<file path="config.mk">
export PLATFORM = sky130hd
export DESIGN_NAME = mbx_dispatcher
export DESIGN_NICKNAME = d
export VERILOG_FILES = /design/src/rtl/mbx_pkg.sv /design/src/rtl/mbx_cmd_table.sv /design/src/rtl/mbx_cel_log.sv /design/src/rtl/mbx_req_fsm.sv /design/src/rtl/mbx_dispatcher.sv
export SDC_FILE = /design/constraint.sdc
export NUM_CORES = 1
export LEC_CHECK = 0
export BUFFER_PORTS_ARGS = -buffer_cell sky130_fd_sc_hd__buf_2
export CAP_MARGIN = 20
export CORE_MARGIN = 4
export CORE_UTILIZATION = 45
export DETAILED_ROUTE_END_ITERATION = 10
export PLACE_DENSITY_LB_ADDON = 0.2
export SLEW_MARGIN = 5
export SYNTH_ARGS = -nofsm -noshare
export SYNTH_HDL_FRONTEND = slang
export SYNTH_SLANG_ARGS = --single-unit
</file>
<file path="constraint.sdc">
create_clock -name clk -period 2.4 [get_ports clk]
set_input_delay 0.12 -clock clk [delete_from_list [all_inputs] [get_ports clk]]
set_output_delay 0.12 -clock clk [all_outputs]
set_load 0.03 [all_outputs]
</file>
<file path="src/rtl/mbx_pkg.sv">
package mbx_pkg;
  typedef enum logic [3:0] {
    CPL_OK     = 4'd0,
    CPL_UNSUP  = 4'd1,
    CPL_BADLEN = 4'd2,
    CPL_BUSY   = 4'd3
  } cpl_e;

  typedef struct packed {
    logic        valid;
    logic [15:0] opcode;
    logic [15:0] exp_len;
    logic [7:0]  effect;
  } cmd_ent_t;

  localparam logic [7:0]  EFF_CFG  = 8'h02;
  localparam logic [7:0]  EFF_DATA = 8'h04;
  localparam logic [7:0]  EFF_POL  = 8'h08;
  localparam logic [7:0]  EFF_LOG  = 8'h10;
  localparam logic [15:0] LEN_ANY  = 16'hFFFF;

  // Table entries in ascending opcode order; index beyond the list is empty.
  function automatic cmd_ent_t cmd_rom(input int unsigned idx);
    case (idx)
      0:  return '{1'b1, 16'h0100, 16'd1,   8'h00};
      1:  return '{1'b1, 16'h0101, LEN_ANY, EFF_LOG};
      2:  return '{1'b1, 16'h0102, 16'd0,   8'h00};
      3:  return '{1'b1, 16'h0103, LEN_ANY, EFF_CFG};
      4:  return '{1'b1, 16'h0200, 16'd0,   8'h00};
      5:  return '{1'b1, 16'h0300, 16'd0,   8'h00};
      6:  return '{1'b1, 16'h0301, 16'd8,   EFF_POL};
      7:  return '{1'b1, 16'h0400, 16'd0,   8'h00};
      8:  return '{1'b1, 16'h0401, 16'h18,  8'h00};
      9:  return '{1'b1, 16'h4000, 16'd0,   8'h00};
      10: return '{1'b1, 16'h4100, 16'd0,   8'h00};
      11: return '{1'b1, 16'h4102, 16'd8,   8'h00};
      12: return '{1'b1, 16'h4103, LEN_ANY, EFF_CFG | EFF_DATA};
      13: return '{1'b1, 16'h4300, 16'd16,  8'h00};
      14: return '{1'b1, 16'h4301, 16'd8,   8'h00};
      15: return '{1'b1, 16'h4302, 16'd72,  8'h00};
      default: return '0;
    endcase
  endfunction
endpackage

</file>
<file path="src/rtl/mbx_cmd_table.sv">
module mbx_cmd_table
  import mbx_pkg::*;
#(
  parameter int N     = 16,
  parameter int LEN_W = 16,
  localparam int IW   = $clog2(N)
) (
  input  logic [15:0]      req_opcode,
  input  logic [LEN_W-1:0] req_len,
  output logic [N-1:0]     hit_vec,
  output logic             hit,
  output logic             len_ok,
  input  logic [IW-1:0]    scan_idx,
  output logic             scan_valid,
  output logic [23:0]      scan_word
);
  cmd_ent_t    rom [N];
  logic [15:0] sel_len;

  for (genvar i = 0; i < N; i++) begin : g_ent
    assign rom[i]     = cmd_rom(i);
    assign hit_vec[i] = rom[i].valid && (rom[i].opcode == req_opcode);
  end

  always_comb begin
    sel_len = '0;
    for (int i = 0; i < N; i++) begin
      if (hit_vec[i]) sel_len = sel_len | rom[i].exp_len;
    end
  end

  assign hit        = |hit_vec;
  assign len_ok     = (sel_len == LEN_ANY) || (LEN_W'(sel_len) == req_len);
  assign scan_valid = rom[scan_idx].valid;
  assign scan_word  = {rom[scan_idx].opcode, rom[scan_idx].effect};
endmodule

</file>
<file path="src/rtl/mbx_cel_log.sv">
module mbx_cel_log #(
  parameter int N   = 16,
  localparam int IW = $clog2(N),
  localparam int CW = IW + 1
) (
  input  logic          clk,
  input  logic          rst,
  output logic [IW-1:0] scan_idx,
  input  logic          scan_valid,
  input  logic [23:0]   scan_word,
  output logic          busy,
  output logic [CW-1:0] count,
  input  logic [IW-1:0] rd_idx,
  output logic [23:0]   rd_data
);
  logic [23:0] ram [N];

  always_ff @(posedge clk) begin
    if (rst) begin
      scan_idx <= '0;
      busy     <= 1'b1;
      count    <= '0;
    end else if (busy) begin
      if (scan_valid) count <= count + 1'b1;
      if (scan_idx == IW'(N - 1)) busy <= 1'b0;
      else                        scan_idx <= scan_idx + 1'b1;
    end
  end

  always_ff @(posedge clk) begin
    if (busy && scan_valid && !rst) ram[count[IW-1:0]] <= scan_word;
    rd_data <= ram[rd_idx];
  end
endmodule

</file>
<file path="src/rtl/mbx_req_fsm.sv">
module mbx_req_fsm
  import mbx_pkg::*;
#(
  parameter int N     = 16,
  parameter int LEN_W = 16
) (
  input  logic             clk,
  input  logic             rst,
  input  logic             req_start,
  input  logic             busy,
  input  logic             hit,
  input  logic             len_ok,
  input  logic [N-1:0]     hit_vec,
  input  logic             hdl_done,
  input  logic [LEN_W-1:0] hdl_len,
  output logic [N-1:0]     handler_sel,
  output logic             cpl_valid,
  output logic [3:0]       cpl_code,
  output logic [LEN_W-1:0] cpl_len
);
  typedef enum logic {ST_IDLE, ST_WAIT} st_e;
  st_e st;

  always_ff @(posedge clk) begin
    if (rst) begin
      st          <= ST_IDLE;
      handler_sel <= '0;
      cpl_valid   <= 1'b0;
      cpl_code    <= CPL_OK;
      cpl_len     <= '0;
    end else begin
      cpl_valid <= 1'b0;
      case (st)
        ST_IDLE: if (req_start) begin
          cpl_len <= '0;
          if (busy) begin
            cpl_valid <= 1'b1;
            cpl_code  <= CPL_BUSY;
          end else if (!hit) begin
            cpl_valid <= 1'b1;
            cpl_code  <= CPL_UNSUP;
          end else if (!len_ok) begin
            cpl_valid <= 1'b1;
            cpl_code  <= CPL_BADLEN;
          end else begin
            handler_sel <= hit_vec;
            st          <= ST_WAIT;
          end
        end
        ST_WAIT: if (hdl_done) begin
          handler_sel <= '0;
          cpl_valid   <= 1'b1;
          cpl_code    <= CPL_OK;
          cpl_len     <= hdl_len;
          st          <= ST_IDLE;
        end
        default: st <= ST_IDLE;
      endcase
    end
  end
endmodule

</file>
<file path="src/rtl/mbx_dispatcher.sv">
module mbx_dispatcher #(
  parameter int N     = 16,
  parameter int LEN_W = 16,
  localparam int IW   = $clog2(N),
  localparam int CW   = IW + 1
) (
  input  logic             clk,
  input  logic             rst,
  input  logic             req_start,
  input  logic [7:0]       req_set,
  input  logic [7:0]       req_cmd,
  input  logic [LEN_W-1:0] req_len,
  output logic             req_busy,
  output logic [N-1:0]     handler_sel,
  input  logic             handler_done,
  input  logic [LEN_W-1:0] handler_len,
  output logic             cpl_valid,
  output logic [3:0]       cpl_code,
  output logic [LEN_W-1:0] cpl_len,
  input  logic [IW-1:0]    log_rd_idx,
  output logic [23:0]      log_rd_data,
  output logic [CW-1:0]    log_count,
  output logic [CW+1:0]    log_bytes
);
  logic [N-1:0]  hit_vec;
  logic          hit, len_ok, scan_valid;
  logic [IW-1:0] scan_idx;
  logic [23:0]   scan_word;

  mbx_cmd_table #(.N(N), .LEN_W(LEN_W)) u_table (
    .req_opcode ({req_set, req_cmd}),
    .req_len    (req_len),
    .hit_vec    (hit_vec),
    .hit        (hit),
    .len_ok     (len_ok),
    .scan_idx   (scan_idx),
    .scan_valid (scan_valid),
    .scan_word  (scan_word)
  );

  mbx_cel_log #(.N(N)) u_log (
    .clk        (clk),
    .rst        (rst),
    .scan_idx   (scan_idx),
    .scan_valid (scan_valid),
    .scan_word  (scan_word),
    .busy       (req_busy),
    .count      (log_count),
    .rd_idx     (log_rd_idx),
    .rd_data    (log_rd_data)
  );

  mbx_req_fsm #(.N(N), .LEN_W(LEN_W)) u_fsm (
    .clk         (clk),
    .rst         (rst),
    .req_start   (req_start),
    .busy        (req_busy),
    .hit         (hit),
    .len_ok      (len_ok),
    .hit_vec     (hit_vec),
    .hdl_done    (handler_done),
    .hdl_len     (handler_len),
    .handler_sel (handler_sel),
    .cpl_valid   (cpl_valid),
    .cpl_code    (cpl_code),
    .cpl_len     (cpl_len)
  );

  assign log_bytes = {log_count, 2'b00};
endmodule

</file>
==> results of run 1 <==
[per-stage QoR]
| step | area (um2) | worst slack [ns] | instances | hold slack [ns] |
|---|---|---|---|---|
| floorplan | 9000 | 0.218 | 579 | 0.267 |
| global placement | 9850 | 0.267 | 935 | 0.368 |
| detailed placement | 9850 | 0.0132 | 935 | 0.387 |
| CTS | 10900 | 0.170 | 998 | 0.0231 |
| global route | 10900 | 0.0832 | 1001 | 0.0577 |
| finish | 10900 | 0.194 | 1001 | 0.0457 |
[synth_stat cells (all sizes together), types with 2 or more instances]
master / count / area [um2]
a211oi: 2 / 15.0
ha: 12 / 150
nand2: 41 / 156
nor4: 6 / 43.8
mux4: 50 / 1130
nor4b: 5 / 50.0
a21o: 2 / 15.0
inv: 9 / 33.8
buf: 32 / 225
nor3: 7 / 46.3
nand2b: 2 / 12.5
a21oi: 8 / 40.0
dfxtp: 56 / 1120
xnor2: 6 / 52.6
nor2: 40 / 153
o21ai: 3 / 15.0
xor2: 4 / 35.0
a22oi: 16 / 120
and3: 5 / 31.3
nand3: 7 / 35.0
nand4: 5 / 31.3
and2: 18 / 113
o21a: 2 / 22.5
a31o: 2 / 17.5
clkbuf: 17 / 63.8
nor3b: 2 / 15.0
mux2i: 20 / 200
nor2b: 6 / 37.5
edfxtp: 160 / 4800
[area by class of cell]
class                           instances  area [um2]
Tap cell                              265         332
Timing Repair Buffer                  164        1040
Clock inverter                         13         176
Sequential cell                       216        5930
Clock buffer                           29         628
Fill cell                            1591        8630
Inverter                               10        37.5
Multi-Input combinational cell        304        2760
[metal layers]
metal / track usage, % / wire length, um / vias up
met5: 0 / 0 / -
met4: 3.94 / 225 / 0
met3: 3.46 / 1230 / 22
met2: 29.7 / 9500 / 191
met1: 24.0 / 8180 / 2628
li1: - / - / 2423
[worst max-delay path, cell delays in order]
cell	delay (ns)
dlygate4sd3_1	0.53
buf_2	0.19
a21o_1	0.20
a21oi_1	0.13
a21oi_1	0.11
o41ai_1	0.45
a41oi_2	0.27
nor3_4	0.20
buf_12	0.20
mux2i_1	0.22
[sequential cells by signal, indices dropped and copies added (netlist names)]
| signal | count |
|---|---|
| u_fsm.cpl_len | 16 |
| u_log.scan_idx | 4 |
| u_fsm.handler_sel | 16 |
| u_log.busy | 1 |
| u_log.rd_data | 10 |
| u_log.ram | 160 |
| u_log.count | 5 |
| u_fsm.cpl_code | 2 |
| u_fsm.st | 1 |
| u_fsm.cpl_valid | 1 |
[layout by cell type (no fill, tap or decap), types with 7 or more instances in the layout]
master	instances
nand2_1	40
inv_1	9
edfxtp_1	160
clkbuf_16	23
and2_1	18
dlygate4sd3_1	21
buf_4	29
conb_1	18
mux4_2	50
a22oi_1	16
mux2i_1	20
a21oi_1	8
ha_1	12
nand3_1	7
dfxtp_1	56
buf_2	111
nor2_1	39
[logic make-up after synthesis]
kind of cell | synth area share (%)
adders and majority gates | 1.68
AOI/OAI and AO/OA | 3.66
other | 0.0420
buffers and inverters | 3.66
DFF | 66.3
muxes | 14.8
and+or+nand+nor | 8.81
xor gates and xnor gates | 0.980
[final timing paths]
| path | start | to | slack (ns) | cells after the start |
|---|---|---|---|---|
| worst max-delay path | req_cmd[1] | u_fsm.handler_sel[6] | 0.19 | 10 |
| worst min-delay path | req_cmd[0] | u_fsm.handler_sel[12] | 0.05 | 3 |
| worst max register to register | u_log.scan_idx[1] | u_log.ram[15][1] | 0.46 | 4 |
| worst min register to register | u_fsm.handler_sel[10] | u_fsm.handler_sel[10] | 0.46 | 2 |
[report_power, final]
group / internal (mW) / switching [mW]
clock: 2.29 / 1.38
sequential: 4.08 / 0.0288
combinational: 0.242 / 0.368
[repair_timing]
action                                 CTS  global route
resized for setup                        0             2
endpoints found under the hold margin   20             0
setup endpoints to repair                0             2
hold buffers                            21             0
==> results.md, run 1 <==
- Synth-to-layout area growth: 22.0%
- DIE AREA: approximately 22,000 um2
- Seq/Total Area, Yosys: between 60% and 70%
- Post-layout util: 55.8%
- GPL Wtd Cong: 0.852
- Top FF cell, synth: edfxtp_1
- # port buffers: 111
- Clk sinks: between 200 and 250
- Pwr/cell area: approximately 770 nW/um2
- Dpl hpwl: 12,600 um
- Drt pass-1 iters: 5
- Tot Pwr: between 8 and 9 mW
- CTS tree: yes
- CTS Buffer Depth: 3
- H-Tree Depth: 1
- Crit-path max FO: 17
- Starting DRT DRC Count: approximately 350
- Detailed Route WL: 19,100 um
- Share of cells above drive strength 1: between 30 and 40%
- First-pass GRT wire length: about 30,000 um
- Pin count of the biggest net entering global routing: 41
- Final net count: between 700 and 800
- Number of flops mapped to enable cells by yosys: 160
- Cell area after synthesis: approximately 8900 um2
- Status: completed
- Row Count: 51
- Warnings, synthesis: 0
- Root Buffer Master: clkbuf_16
- WP data required: about 2.8 ns
- Max Clk Rate: 0.453 GHz
- Setup TNS: 0 ns
- Critical Path End Type: register
- CTS Buf Count: 23
- Cell variety after synth: 55
- Hold crit path type: input port to register
- Ant. Diodes: 0
- Io pins: between 100 and 150
- WS Path Type: input port to register
- Clk slew on worst S/H paths: approximately 0.060 ns
- Setup Skew: 0.0174 ns
- Type of origin of the critical path: input port
- Width of the die: roughly 150 um
- Total grt overflow: 0
- Routed vias: around 5.3k
- Avg Cell Area, Syn: 15.9 um2
- Hold Vio Cnt, Final: 0
- #FFs+latches synth: between 200 and 250
- P_leak: about 4.0 nW
- Routed wire per std cell: 19.1 um
- Final period util: approximately nine tenths
- Asr flop ratio synth: 0%
- Worst slew margin: 33.4%
- CP arrival: 2.62 ns
- Floorplan Core Area: around 20,000 um2
- Min Tclk post-route: roughly 2.2 ns
- Vias in the first global route: 5,721
- Slew @ Worst Pin: 0.996 ns
- Peak VDD IR: roughly 0.00048 V
- Setup-failing EPs final: 0
- Clk_lat worst skew: approximately 0.5 ns
- Post-route DRC: 0
- RSZ-0062 raised after global routing: false
- Max cap viols: 0
- Count of pins over their slew limit: 0
- Via density per instance: approximately 5.3
- Initial core utilization: 45.8%
- Gr usage total: around 18%
- Post-synthesis cell count: approximately 560
- Setup bufs post-CTS: 0
- Die Y: roughly 150 um
- Initial antenna violation count: 0
- Antenna-violating nets left: 0
Note: power is estimated with default switching activity, not from simulation.
==> run 2: changes to the inputs <==
--- a/config.mk
+++ b/config.mk
@@ -10,6 +10,7 @@
 export CORE_MARGIN = 4
 export CORE_UTILIZATION = 45
 export DETAILED_ROUTE_END_ITERATION = 10
+export GPL_TIMING_DRIVEN = 0
 export PLACE_DENSITY_LB_ADDON = 0.2
 export SLEW_MARGIN = 5
 export SYNTH_ARGS = -nofsm -noshare
==> results.md, run 2 (synthesis results as in run 1) <==
- Internal: 6.97 mW (was 6.61 mW)
- Switching Share: 21.0% (was 21.1%)
- Pre-CTS setup slack: -0.396 ns (was 0.0132 ns)
- Starting DRT DRC Count: 300 (was 345)
- Die Y: 149 um (unchanged)
- Initial antenna violation count: 1 (was 0)
- Flop pwr share: 46.6% (was 49.0%)
- First-pass GRT wire length: 30,700 um (was 30,500 um)
- Commonest non-fill, non-tap cell in the layout: edfxtp_1 (unchanged)
- Worst slew margin: 37.7% (was 33.4%)
- Dpl hpwl: 13,300 um (was 12,600 um)
- Width of the die: 149 um (unchanged)
- Commonest non-fill, non-tap cells in the layout: 160 x edfxtp_1, 108 x buf_2, 56 x dfxtp_1 (was 160 x edfxtp_1, 111 x buf_2, 56 x dfxtp_1)
- DIE AREA: 22,200 um2 (unchanged)
- Drt pass-1 iters: 4 (was 5)
- Final net count: 807 (was 787)
- Clk_lat worst skew: 0.52 ns (was 0.50 ns)
- Routed vias: 5,377 (was 5,264)
- RSZ-0062 raised after global routing: false (unchanged)
- Crit-path max FO: 16 (was 17)
- H-Tree Depth: 1 (unchanged)
- Worst hold path depth: 4 (was 3)
- Peak VDD IR: 0.000463 V (was 0.000480 V)
- Critical hold path startpoint: req_set[0] (was req_cmd[0])
- Min Tclk post-route: 2.22 ns (was 2.21 ns)
- Initial core utilization: 45.8% (unchanged)
- # port buffers: 106 (was 111)
- Ant. Diodes: 0 (unchanged)
- Total grt overflow: 0 (unchanged)
- P_leak: 4.09 nW (was 4.00 nW)
- WP data required: 2.58 ns (was 2.81 ns)
- Max reg flops: 160 (unchanged)
- Max Clk Rate: 0.451 GHz (was 0.453 GHz)
- Register area: 5930 um2 (unchanged)
- Post-route DRC: 0 (unchanged)
- Routed wire per std cell: 19.3 um (was 19.1 um)
- Detailed Route WL: 19,700 um (was 19,100 um)
- Setup Skew: 0.0141 ns (was 0.0174 ns)
- Gr usage total: 17.8% (was 17.6%)
- R2R Setup Slk: 0.18 ns (was 0.46 ns)
- Setup-failing EPs final: 0 (unchanged)
- Final worst setup slack: 0.184 ns (was 0.194 ns)
- Antenna-violating nets left: 0 (unchanged)
- Footprint of the multi-input gates: 2780 um2 (was 2760 um2)
- GPL Wtd Cong: 0.838 (was 0.852)
- Gate power share: 7.2% (was 7.3%)
- Cell Area, Placed: 9890 um2 (was 9850 um2)
- Hold Vio Cnt, Final: 0 (unchanged)
- Synth-to-layout area growth: 23.9% (was 22.0%)
- Pwr/cell area: 797 nW/um2 (was 769 nW/um2)
- Reg2Reg Depth: 3 (was 4)
- CTS Buffer Depth: 3 (unchanged)
- Max cap viols: 0 (unchanged)
- Clk slew on worst S/H paths: 0.06 ns (about the same)
- Final period util: 92.3% (was 91.9%)
- WS Path Type: register to register (was input port to register)
- Status: completed (unchanged)
- Clock share of power: 46.2% (was 43.7%)
- Worst hold endpoint: u_fsm.handler_sel[7] (was u_fsm.handler_sel[12])
- CTS Buf Count: 23 (unchanged)
- Floorplan Core Area: 19,500 um2 (unchanged)
- Crit Reg-Reg Startpoint: u_log.scan_idx[2] (was u_log.scan_idx[1])
- Count of pins over their slew limit: 0 (unchanged)
- Pin count of the biggest net entering global routing: 18 (was 41)
- Filler Cell Count: 1,604 (was 1,591)
- Share of cells above drive strength 1: 34.5% (was 33.6%)
- Root Buffer Master: clkbuf_16 (unchanged)
- Type of origin of the critical path: register (was input port)
- Hold crit path type: input port to register (unchanged)
- Io pins: 130 (unchanged)
- Post-route cell area: 11,100 um2 (was 10,900 um2)
- Switching power: 1.85 mW (was 1.77 mW)
- Critical Path End Type: register (unchanged)
- Row Count: 51 (unchanged)
- CP arrival: 2.39 ns (was 2.62 ns)
- CTS tree: yes (unchanged)
- Vias in the first global route: 5,568 (was 5,721)
- Via density per instance: 5.27 (was 5.26)
- Slew @ Worst Pin: 0.931 ns (was 0.996 ns)
- Clk sinks: 216 (unchanged)
- Worst reg2reg endpoint: u_log.ram[0][16] (was u_log.ram[15][1])
==> run 2: cell types whose count changed in the layout (fill, tap and decap cells not counted), moves of 2 or more <==
cell,previous run,this run
clkbuf_1,3,18
clkbuf_4,0,4
clkinv_2,4,2
and2_1,18,7
and2_2,0,11
bufinv_16,4,6
buf_2,111,108
clkinvlp_4,2,0
buf_1,0,6
==> run 2: area by class of cell <==
type / instances / area share, %
multi-input cells: 304 / 25.1
flip-flops and latches: 216 / 53.5
clock inverters: 10 / 1.98
repair buffers: 135 / 7.36
clock buffers: 32 / 6.10
well taps: 265 / 3.00
plain buffers: 49 / 2.61
inverters: 10 / 0.339
==> run 2: power groups by stage <==
| stage | clock network, mW | logic [mW] | registers (mW) |
|---|---|---|---|
| final | 4.07 | 0.638 | 4.11 |
| after detailed placement | 0 | 0.612 | 4.19 |
| after global placement | 0 | 0.592 | 4.19 |
| after CTS | 4.16 | 0.637 | 4.11 |
| after global routing | 4.32 | 0.689 | 4.11 |
| after floorplan | 0 | 0.354 | 4.24 |
==> run 2: critical path: stages, from the launching register on <==
cell and delay [ns]:
dfxtp_1 0.36, clkbuf_1 0.32, clkinv_1 0.34, a31oi_2 0.85
==> run 2: stage by stage <==
step / hold WS, ns / util, % / power, mW / TNS (ns) / instances
2_1_floorplan: 0.267 / - / 4.59 / 0 / 579
3_3_place_gp: 0.369 / 50.5 / 4.78 / -4.33 / 950
3_5_place_dp: 0.384 / 50.6 / 4.80 / -8.70 / 952
4_1_cts: 0.0104 / 56.3 / 8.91 / 0 / 1014
5_1_grt: 0.0669 / 56.7 / 9.12 / 0 / 1021
6_report: 0.0427 / 56.7 / 8.82 / 0 / 1021
==> run 2: timing repair <==
action | 4_1_cts | 5_1_grt
pin swaps | 0 | 1
setup buffers | 0 | 5
hold buffers | 20 | 0
hold endpoints to repair | 20 | 0
setup endpoints to repair | 16 | 129
gates resized for setup | 1 | 12
==> run 2: how the worst max path moves through the flow <==
stage                      start                    to  slack (ns)
4_1_cts               u_log.busy       u_log.ram[7][8]       0.007
3_3_place_gp          req_set[5]  u_fsm.handler_sel[7]       -0.32
2_1_floorplan         req_set[5]  u_fsm.handler_sel[7]        0.22
6_report       u_log.scan_idx[2]      u_log.ram[0][16]        0.18
5_1_grt               u_log.busy     u_log.ram[11][17]        0.01
3_5_place_dp          req_set[5]  u_fsm.handler_sel[9]       -0.40
==> run 2: metal layers <==
metal	wire length [um]	share of wire, %	GRT usage [%]	vias to the layer above
li1	-	-	-	2464
met1	8170	42	24.4	2689
met2	9630	49	29.1	189
met3	1510	7.7	4.07	33
met4	335	1.7	4.76	2
met5	13	0.066	0	-
==> run 3: changes to the inputs <==
--- a/config.mk
+++ b/config.mk
@@ -8,7 +8,7 @@
 export BUFFER_PORTS_ARGS = -buffer_cell sky130_fd_sc_hd__buf_2
 export CAP_MARGIN = 20
 export CORE_MARGIN = 4
-export CORE_UTILIZATION = 45
+export CORE_UTILIZATION = 55
 export DETAILED_ROUTE_END_ITERATION = 10
 export GPL_TIMING_DRIVEN = 0
 export PLACE_DENSITY_LB_ADDON = 0.2
==> results.md, run 3 (synthesis results as in run 1) <==
- Hold crit path type: input port to register (unchanged)
- Gr usage total: 21.7% (was 17.8%)
- Ant. Diodes: 0 (unchanged)
- Row Count: 46 (was 51)
- First-pass GRT wire length: 30,500 um (was 30,700 um)
- Stages on worst setup path: 4 (was 3)
- Setup Skew: 0.0146 ns (was 0.0141 ns)
- Max reg flops: 160 (unchanged)
- Clk_lat worst skew: 0.49 ns (was 0.52 ns)
- Internal: 6.76 mW (was 6.97 mW)
- WS Path Type: register to register (unchanged)
- Gate power share: 7.5% (was 7.2%)
- Final net count: 804 (was 807)
- CTS tree: yes (unchanged)
- Setup TNS: 0 ns (unchanged)
- Share of cells above drive strength 1: 33.4% (was 34.5%)
- Clock share of power: 44.4% (was 46.2%)
- Min Tclk post-route: 2.20 ns (was 2.22 ns)
- Width of the die: 135 um (was 149 um)
- Drt pass-1 iters: 4 (unchanged)
- CP max stage delay: 0.45 ns (was 0.85 ns)
- Type of origin of the critical path: register (unchanged)
- CP arrival: 2.35 ns (was 2.39 ns)
- Flop pwr share: 48.1% (was 46.6%)
- Post-route DRC: 0 (unchanged)
- Clk sinks: 216 (unchanged)
- Final instance count without filler cells: 967 (was 1,021)
- Register area: 5930 um2 (unchanged)
- Initial antenna violation count: 0 (was 1)
- Max cap viols: 0 (unchanged)
- Dpl hpwl: 13,100 um (was 13,300 um)
- Placed cell count: 906 (was 952)
- Pwr/cell area: 783 nW/um2 (was 797 nW/um2)
- Starting DRT DRC Count: 486 (was 300)
- Total grt overflow: 0 (unchanged)
- Crit-path max FO: 10 (was 16)
- Final period util: 91.5% (was 92.3%)
- Switching power: 1.78 mW (was 1.85 mW)
- P_leak: 4.03 nW (was 4.09 nW)
- Commonest non-fill, non-tap cells in the layout: 160 x edfxtp_1, 108 x buf_2, 56 x dfxtp_1 (unchanged)
- Worst slew margin: 40.8% (was 37.7%)
- Worst hold path depth: 3 (was 4)
- Status: completed (unchanged)
- Root Buffer Master: clkbuf_16 (unchanged)
- DIE AREA: 18,300 um2 (was 22,200 um2)
- Switching Share: 20.8% (was 21.0%)
- Routed wire per std cell: 20.3 um (was 19.3 um)
- Commonest non-fill, non-tap cell in the layout: edfxtp_1 (unchanged)
- Hold Vio Cnt, Final: 0 (unchanged)
- CP top delay family: simple AND/OR/NAND/NOR gates (was compound AO/OA/AOI/OAI gates)
- WP data required: 2.56 ns (was 2.58 ns)
- RSZ-0062 raised after global routing: false (unchanged)
- Max stage delay cell, worst path: nor3_1 (was a31oi_2)
- Slew @ Worst Pin: 0.888 ns (was 0.931 ns)
- Die Y: 135 um (was 149 um)
- Peak VDD IR: 0.000542 V (was 0.000463 V)
- Filler Cell Count: 1,118 (was 1,604)
- GPL Wtd Cong: 0.834 (was 0.838)
- Detailed Route WL: 19,600 um (was 19,700 um)
- Setup-failing EPs final: 0 (unchanged)
- Max Clk Rate: 0.455 GHz (was 0.451 GHz)
- Vias in the first global route: 5,571 (was 5,568)
- WHS: 0.0202 ns (was 0.0427 ns)
- Initial core utilization: 56.2% (was 45.8%)
- Crit path cell chain: clkbuf_1, nand2b_1, nor3_1, and2_2 (was clkbuf_1, clkinv_1, a31oi_2)
- Count of pins over their slew limit: 0 (unchanged)
- Pin count of the biggest net entering global routing: 18 (unchanged)
- Cell Area, Placed: 9840 um2 (was 9890 um2)
- Via density per instance: 5.59 (was 5.27)
- Reg2Reg Depth: 4 (was 3)
- Io pins: 130 (unchanged)
- Synth-to-layout area growth: 22.1% (was 23.9%)
- Footprint of the multi-input gates: 2780 um2 (about the same)
- CTS Buffer Depth: 3 (unchanged)
- CTS Buf Count: 22 (was 23)
- Critical Path End Type: register (unchanged)
- Floorplan Core Area: 15,900 um2 (was 19,500 um2)
- Antenna-violating nets left: 0 (unchanged)
- Buf/Inv on CP: 1 (was 2)
- Post-route cell area: 10,900 um2 (was 11,100 um2)
- Clk slew on worst S/H paths: 0.06 ns (about the same)
- Tot Pwr: 8.54 mW (was 8.82 mW)
- H-Tree Depth: 1 (unchanged)
- Routed vias: 5,406 (was 5,377)
- # port buffers: 106 (unchanged)
[run 3: changes by cell type in the layout (fill, tap and decap cells not counted), sizes merged]
cell         change
clkbuf           -4
clkinv           +3
dlygate4sd3      -2
inv              -2
[run 3: what timing repair did]
action                     in CTS  in global routing
setup endpoints to repair      10                138
resized for setup               1                 14
hold endpoints to repair       19                  0
hold buffers                   18                  0
buffers inserted                0                  3
pin swaps                       0                  1
[run 3: power groups by stage]
| stage | logic, mW | registers (mW) | clock network, mW |
|---|---|---|---|
| after floorplan | 0.354 | 4.24 | 0 |
| after global placement | 0.585 | 4.19 | 0 |
| after detailed placement | 0.607 | 4.19 | 0 |
| after CTS | 0.633 | 4.11 | 3.84 |
| after global routing | 0.689 | 4.11 | 3.98 |
| final | 0.639 | 4.11 | 3.79 |
[run 3: worst paths after layout]
check                   startpoint  slack, ns               endpoint
max reg2reg             u_log.busy       0.20       u_log.ram[1][22]
max                     u_log.busy       0.20       u_log.ram[1][22]
min reg2reg  u_fsm.handler_sel[14]       0.46  u_fsm.handler_sel[14]
min                     req_set[0]       0.02   u_fsm.handler_sel[4]
[run 3: layout make-up]
| cell class | instances | share of cell area (%) |
|---|---|---|
| sequential | 216 | 54.3 |
| multi-input combinational | 304 | 25.5 |
| timing repair buffer | 133 | 7.25 |
| clock buffer | 28 | 5.54 |
| buffer | 49 | 2.65 |
| tap | 216 | 2.48 |
| clock inverter | 11 | 1.87 |
| inverter | 10 | 0.344 |
[run 3: worst min-delay path: stages]
cell	delay, ns
buf_2	0.14
nand4b_1	0.13
mux2i_1	0.07
[run 3: routing by layer]
| metal | up-vias | routed length, um | global-route usage, % | part of all wire (%) |
|---|---|---|---|---|
| met5 | - | 0 | 0 | 0 |
| met4 | 0 | 336 | 4.93 | 1.7 |
| met3 | 26 | 1460 | 4.87 | 7.4 |
| met2 | 228 | 9820 | 36.6 | 50 |
| met1 | 2692 | 8020 | 29.3 | 41 |
| li1 | 2460 | - | - | - |
[run 3: stage by stage]
stage / worst slack [ns] / utilization (%)
after floorplan: 0.218 / -
after global placement: -0.334 / 61.7
after detailed placement: -0.411 / 61.9
after CTS: 0.00390 / 68.2
after global routing: 0.0409 / 68.6
final: 0.205 / 68.6
